--- src/rtl/fbs_pkg.sv ---
package fbs_pkg;
  typedef enum logic [1:0] {
    PH_IDLE   = 2'd0,
    PH_BUSY   = 2'd1,
    PH_SETTLE = 2'd2
  } fbs_phase_e;
endpackage

--- src/rtl/fbs_op_tracker.sv ---
module fbs_op_tracker
  import fbs_pkg::*;
#(
  parameter int DATA_W     = 16,
  parameter int SETTLE_CYC = 8
) (
  input  logic              clk,
  input  logic              rst_n,
  input  logic              op_start,
  input  logic              op_done,
  input  logic              op_erase,
  input  logic [DATA_W-1:0] prog_word,
  output fbs_phase_e        phase,
  output logic              erase_q,
  output logic [DATA_W-1:0] word_q,
  output logic              start_take
);
  localparam bit HAS_SETTLE = (SETTLE_CYC > 0);
  localparam int CNT_W      = (SETTLE_CYC > 1) ? $clog2(SETTLE_CYC) : 1;
  localparam logic [CNT_W-1:0] CNT_LOAD = CNT_W'(HAS_SETTLE ? SETTLE_CYC - 1 : 0);

  logic [CNT_W-1:0] cnt_q;

  // a start is honoured whenever no operation is running
  assign start_take = op_start && (phase != PH_BUSY);

  always_ff @(posedge clk or negedge rst_n) begin
    if (!rst_n) begin
      phase   <= PH_IDLE;
      cnt_q   <= '0;
      erase_q <= 1'b0;
      word_q  <= '0;
    end else begin
      case (phase)
        PH_BUSY: begin
          if (op_done) begin
            if (erase_q || !HAS_SETTLE) begin
              phase <= PH_IDLE;
            end else begin
              phase <= PH_SETTLE;
              cnt_q <= CNT_LOAD;
            end
          end
        end
        PH_SETTLE: begin
          if (start_take) begin
            phase   <= PH_BUSY;
            erase_q <= op_erase;
            word_q  <= prog_word;
          end else if (cnt_q == '0) begin
            phase <= PH_IDLE;
          end else begin
            cnt_q <= cnt_q - 1'b1;
          end
        end
        default: begin
          if (start_take) begin
            phase   <= PH_BUSY;
            erase_q <= op_erase;
            word_q  <= prog_word;
          end
        end
      endcase
    end
  end

  // a done pulse with nothing running leaves the block idle
  assert_idle_stays_R9: assert property (@(posedge clk) disable iff (!rst_n)
    (phase == PH_IDLE && !op_start) |=> (phase == PH_IDLE));

  // the latched kind and word do not move while busy
  assert_busy_latch_R9: assert property (@(posedge clk) disable iff (!rst_n)
    (phase == PH_BUSY) |=> ($stable(word_q) && $stable(erase_q)));

  // an erase never passes through the settle window
  assert_erase_no_settle_R8: assert property (@(posedge clk) disable iff (!rst_n)
    (phase == PH_BUSY && erase_q) |=> (phase != PH_SETTLE));
endmodule

--- src/rtl/fbs_toggle.sv ---
module fbs_toggle (
  input  logic clk,
  input  logic rst_n,
  input  logic clr,
  input  logic adv,
  output logic tog_q
);
  always_ff @(posedge clk or negedge rst_n) begin
    if (!rst_n)   tog_q <= 1'b0;
    else if (clr) tog_q <= 1'b0;
    else if (adv) tog_q <= ~tog_q;
  end

  // no accepted busy read, no movement
  assert_toggle_quiet_R10: assert property (@(posedge clk) disable iff (!rst_n)
    (!clr && !adv) |=> $stable(tog_q));
endmodule

--- src/rtl/fbs_word_mux.sv ---
module fbs_word_mux
  import fbs_pkg::*;
#(
  parameter int DATA_W     = 16,
  parameter int POLL_BIT   = 7,
  parameter int TOGGLE_BIT = 6
) (
  input  fbs_phase_e        phase,
  input  logic              erase_q,
  input  logic [DATA_W-1:0] word_q,
  input  logic              tog_q,
  input  logic [DATA_W-1:0] array_rdata,
  output logic [DATA_W-1:0] word_out
);
  logic busy, settle;
  assign busy   = (phase == PH_BUSY);
  assign settle = (phase == PH_SETTLE);

  for (genvar i = 0; i < DATA_W; i++) begin : g_bit
    if (i == POLL_BIT) begin : g_poll
      assign word_out[i] = busy ? (!erase_q && !word_q[i]) : array_rdata[i];
    end else if (i == TOGGLE_BIT) begin : g_tog
      assign word_out[i] = (busy || settle) ? tog_q : array_rdata[i];
    end else begin : g_rest
      assign word_out[i] = (busy || settle) ? 1'b0 : array_rdata[i];
    end
  end
endmodule

--- src/rtl/fbs_rsp_stage.sv ---
module fbs_rsp_stage #(
  parameter int DATA_W = 16
) (
  input  logic              clk,
  input  logic              rst_n,
  input  logic              in_valid,
  output logic              in_ready,
  input  logic [DATA_W-1:0] in_data,
  output logic              out_valid,
  input  logic              out_ready,
  output logic [DATA_W-1:0] out_data
);
  assign in_ready = !out_valid || out_ready;

  always_ff @(posedge clk or negedge rst_n) begin
    if (!rst_n) begin
      out_valid <= 1'b0;
      out_data  <= '0;
    end else if (in_valid && in_ready) begin
      out_valid <= 1'b1;
      out_data  <= in_data;
    end else if (out_ready) begin
      out_valid <= 1'b0;
    end
  end

  // a stalled response keeps its word
  assert_rsp_hold_R10: assert property (@(posedge clk) disable iff (!rst_n)
    (out_valid && !out_ready) |=> (out_valid && $stable(out_data)));
endmodule

--- src/rtl/flash_busy_status.sv ---
module flash_busy_status
  import fbs_pkg::*;
#(
  parameter int DATA_W     = 16,
  parameter int POLL_BIT   = 7,
  parameter int TOGGLE_BIT = 6,
  parameter int SETTLE_CYC = 8
) (
  input  logic              clk,
  input  logic              rst_n,
  input  logic              op_start,
  input  logic              op_done,
  input  logic              op_erase,
  input  logic [DATA_W-1:0] prog_word,
  input  logic              rd_valid,
  output logic              rd_ready,
  input  logic [DATA_W-1:0] array_rdata,
  output logic              rsp_valid,
  input  logic              rsp_ready,
  output logic [DATA_W-1:0] rsp_data
);
  localparam logic [DATA_W-1:0] STATUS_MASK =
    (DATA_W'(1) << POLL_BIT) | (DATA_W'(1) << TOGGLE_BIT);

  fbs_phase_e        phase;
  logic              erase_q;
  logic [DATA_W-1:0] word_q;
  logic              start_take;
  logic              tog_q;
  logic              rd_fire;
  logic [DATA_W-1:0] word_next;

  assign rd_fire = rd_valid && rd_ready;

  fbs_op_tracker #(.DATA_W(DATA_W), .SETTLE_CYC(SETTLE_CYC)) u_track (
    .clk(clk), .rst_n(rst_n), .op_start(op_start), .op_done(op_done),
    .op_erase(op_erase), .prog_word(prog_word), .phase(phase),
    .erase_q(erase_q), .word_q(word_q), .start_take(start_take)
  );

  fbs_toggle u_tog (
    .clk(clk), .rst_n(rst_n), .clr(start_take),
    .adv(rd_fire && (phase == PH_BUSY)), .tog_q(tog_q)
  );

  fbs_word_mux #(.DATA_W(DATA_W), .POLL_BIT(POLL_BIT), .TOGGLE_BIT(TOGGLE_BIT)) u_mux (
    .phase(phase), .erase_q(erase_q), .word_q(word_q), .tog_q(tog_q),
    .array_rdata(array_rdata), .word_out(word_next)
  );

  fbs_rsp_stage #(.DATA_W(DATA_W)) u_rsp (
    .clk(clk), .rst_n(rst_n), .in_valid(rd_valid), .in_ready(rd_ready),
    .in_data(word_next), .out_valid(rsp_valid), .out_ready(rsp_ready),
    .out_data(rsp_data)
  );

  // erase polling bit reads low
  assert_erase_poll_R4: assert property (@(posedge clk) disable iff (!rst_n)
    (rd_fire && phase == PH_BUSY && erase_q) |=> (rsp_data[POLL_BIT] == 1'b0));

  // program polling bit is the inverse of the latched word
  assert_prog_poll_R3: assert property (@(posedge clk) disable iff (!rst_n)
    (rd_fire && phase == PH_BUSY && !erase_q) |=> (rsp_data[POLL_BIT] != word_q[POLL_BIT]));

  // non-status bits are zero while busy
  assert_busy_zero_R6: assert property (@(posedge clk) disable iff (!rst_n)
    (rd_fire && phase == PH_BUSY) |=> ((rsp_data & ~STATUS_MASK) == '0));

  // an accepted start clears the toggle bit
  assert_toggle_clear_R5: assert property (@(posedge clk) disable iff (!rst_n)
    start_take |=> (tog_q == 1'b0));
endmodule

--- config.mk ---
export PLATFORM = sky130hd
export DESIGN_NAME = flash_busy_status
export DESIGN_NICKNAME = d
export VERILOG_FILES = /design/src/rtl/fbs_pkg.sv /design/src/rtl/fbs_op_tracker.sv /design/src/rtl/fbs_toggle.sv /design/src/rtl/fbs_word_mux.sv /design/src/rtl/fbs_rsp_stage.sv /design/src/rtl/flash_busy_status.sv
export SDC_FILE = /design/constraint.sdc
export NUM_CORES = 1
export LEC_CHECK = 0
export BUFFER_PORTS_ARGS = -buffer_cell sky130_fd_sc_hd__buf_2
export CORE_AREA = 3 3 95 74
export CTS_BUF_LIST = sky130_fd_sc_hd__clkbuf_8
export CTS_CLUSTER_DIAMETER = 60
export DETAILED_ROUTE_END_ITERATION = 8
export DIE_AREA = 0 0 98 77
export GPL_ROUTABILITY_DRIVEN = 0
export PLACE_DENSITY = 0.63
export SETUP_SLACK_MARGIN = 0.3
export SYNTH_ARGS = -nofsm -noshare
export SYNTH_HDL_FRONTEND = slang
export SYNTH_HIERARCHICAL = 1
export SYNTH_SLANG_ARGS = --single-unit
--- constraint.sdc ---
create_clock -name clk -period 2.45 [get_ports clk]
set_clock_uncertainty 0.15 [all_clocks]
set_input_delay 0.735 -clock clk [delete_from_list [all_inputs] [get_ports clk]]
set_output_delay 0.735 -clock clk [all_outputs]
set_load 0.01 [all_outputs]
==> results.cfg <==
[synthesis]
synthesis.area_um2 = 1250
yosys_warnings = 6
synth_nets = 133
syn_area_per_cell_um2 = 13.8
synth_cells = 91

[placed_design]
hpwl_um = 1880
dpl_cell_area_um2 = 1520
portBuffers = 41

[setup_path]
crit_path_start_kind = input pin
timing.reg2reg.setup_slack_ns = 0.66
cp.required_ns = 1.56
worstSetupPathType = input pin to output pin
crit_fanout = 4
r2r_start = u_track/cnt_q[0]$_DFFE_PN0P_
rr_worst_depth = 6
cp-endpoint = rd_ready
arrival_ns = 1.12
r2r-end = u_track/cnt_q[1]$_DFFE_PN0P_
crit_path_start = rsp_ready
end_kind = output pin

[power]
power.internal_mw = 1.11
netSwitchingFraction_pct = 34.1
p_comb_share_pct = 44.5
pwr-share-seq_pct = 40.7
p_per_area_nw_per_um2 = 1080
clkPwrFrac_pct = 14.8
ir_worst_vdd_v = 0.000238
p_sw_uw = 576
power.leakage_nw = 0.826

[final_layout]
fin_area_um2 = 1570
num-fill-cells = 657
nets = 177
final_layout_size_suffix_gt1_share_pct = 54.5
syn2layout_area_growth_pct = 25.0
num_antenna_cells = 0

[cts]
clkTransAtPathRegs_ns = 0.09
cts_setup_buffers = 0
htree_levels = 1
cts_hold_buffers = 0
cts_buffers = 3
ctsResizeCount = 0
cts.sinks = 25
cts.path.max_buffers = 2
clock_latency_ns = 0.27
clock-root-buffer = clkbuf_8
cts_tree = yes

[floorplanning]
die_h_um = 77
coreArea_um2 = 6220
dieArea_um2 = 7550
die_width_um = 98
start_util_pct = 20.1
rows = 25
io_pins = 57

[timing]
max_freq_mhz = 498
slew_headroom_pct = 61.0
rsz0062_at_grt = false
hold_viol = 0
final_max_slew_viol_count = 0
min_period_ns = 2.01
setup_viol = 0
worstMarginPinSlew_ns = 0.585
fin_crit_sh_pct = 81.9
finalSetupTns_ns = 0

[drt]
via_per_inst = 3.71
drc = 0
routed_wl_um = 2570
ant_nets = 0
drt_iter0_drc = 16
wl_per_cell_um = 11.9
drt-pass1-iter-count = 4
num_vias = 798

[worst_hold_path]
hold_path.class = input pin to asynchronous set/reset pin

[grt]
antenna_found_initial = 0
grt_use_total_pct = 7.42
grt_max_degree = 26
grt_first_pass_wirelength_um = 4460
grt_overflow = 0
grt_pass1_vias = 899

[outcome]
outcome = completed

[job]
max-cap-violations = 0
[layer usage]
layer,GRT usage [%],share of wire [%]
met1,9.93,49
met2,12.0,45
met3,2.73,6.2
met4,0.415,0
met5,0,0
[placed cells by master (no fill, tap or decap)]
| cell | count |
|---|---|
| buf_2 | 41 |
| dfrtp_1 | 25 |
| and2_1 | 14 |
| mux2_4 | 11 |
| mux2_2 | 9 |
| inv_1 | 6 |
| clkbuf_8 | 3 |
| nor2_1 | 3 |
| ha_1 | 3 |
| a21o_2 | 2 |
| a2bb2oi_1 | 2 |
| and4b_1 | 1 |
| clkinv_2 | 1 |
| buf_4 | 1 |
| nand2b_4 | 1 |
| nand2_4 | 1 |
| or2b_1 | 1 |
| xnor2_1 | 1 |
| inv_2 | 1 |
| o21ai_4 | 1 |
| a31oi_1 | 1 |
| nor3b_1 | 1 |
| nor4b_2 | 1 |
| a211oi_1 | 1 |
| nand2_1 | 1 |
| o21a_1 | 1 |
[worst min-delay path by stage]
stage	from	to	slack, ns
floorplan	rst_n	u_rsp/out_data[0]$_DFFE_PN0P_	0.29
global placement	u_rsp/out_data[13]$_DFFE_PN0P_	u_rsp/out_data[13]$_DFFE_PN0P_	0.34
detailed placement	u_rsp/out_data[2]$_DFFE_PN0P_	u_rsp/out_data[2]$_DFFE_PN0P_	0.34
CTS	rst_n	u_rsp/out_data[1]$_DFFE_PN0P_	0.32
global route	rst_n	u_rsp/out_data[1]$_DFFE_PN0P_	0.35
finish	rst_n	u_rsp/out_data[1]$_DFFE_PN0P_	0.30
[sequential cells by signal (all words and copies together), names as in the netlist]
name and flops:
u_rsp/out_data 16, u_rsp/out_valid 1, u_tog/tog_q 1, u_track/cnt_q 3, u_track/erase_q 1, u_track/phase 2
u_track/word_q 1
[per-stage QoR]
stage          power [mW]  setup WS, ns  instances  util (%)  hold slack, ns
3_5_place_dp         1.46         0.440        211      24.4           0.341
6_report             1.69         0.444        215      25.1           0.301
4_1_cts              1.74         0.439        215      25.1           0.321
3_3_place_gp         1.44         0.442        211      24.4           0.336
5_1_grt              1.85         0.429        215      25.1           0.346
2_1_floorplan        1.25         0.682         91         -           0.289
[critical path, stage by stage]
cell and delay, ns:
buf_2 0.09, nand2b_4 0.15, buf_2 0.14
[cell type report]
| class | count | area, um^2 | area share (%) |
|---|---|---|---|
| multi-input cells | 56 | 553 | 35.3 |
| well taps | 81 | 101 | 6.47 |
| inverters | 7 | 26.3 | 1.68 |
| clock buffers | 3 | 41.3 | 2.64 |
| flip-flops and latches | 25 | 626 | 40.0 |
| clock inverters | 1 | 5.00 | 0.320 |
| repair buffers | 42 | 213 | 13.6 |
[power by group through the flow]
stage | clock, mW | sequential [mW] | combinational [mW]
detailed placement | 0 | 0.694 | 0.770
global placement | 0 | 0.688 | 0.753
finish | 0.250 | 0.688 | 0.753
CTS | 0.275 | 0.687 | 0.773
floorplan | 0 | 0.726 | 0.524
global route | 0.288 | 0.716 | 0.848
No activity file was read; power rests on OpenSTA's default activity.
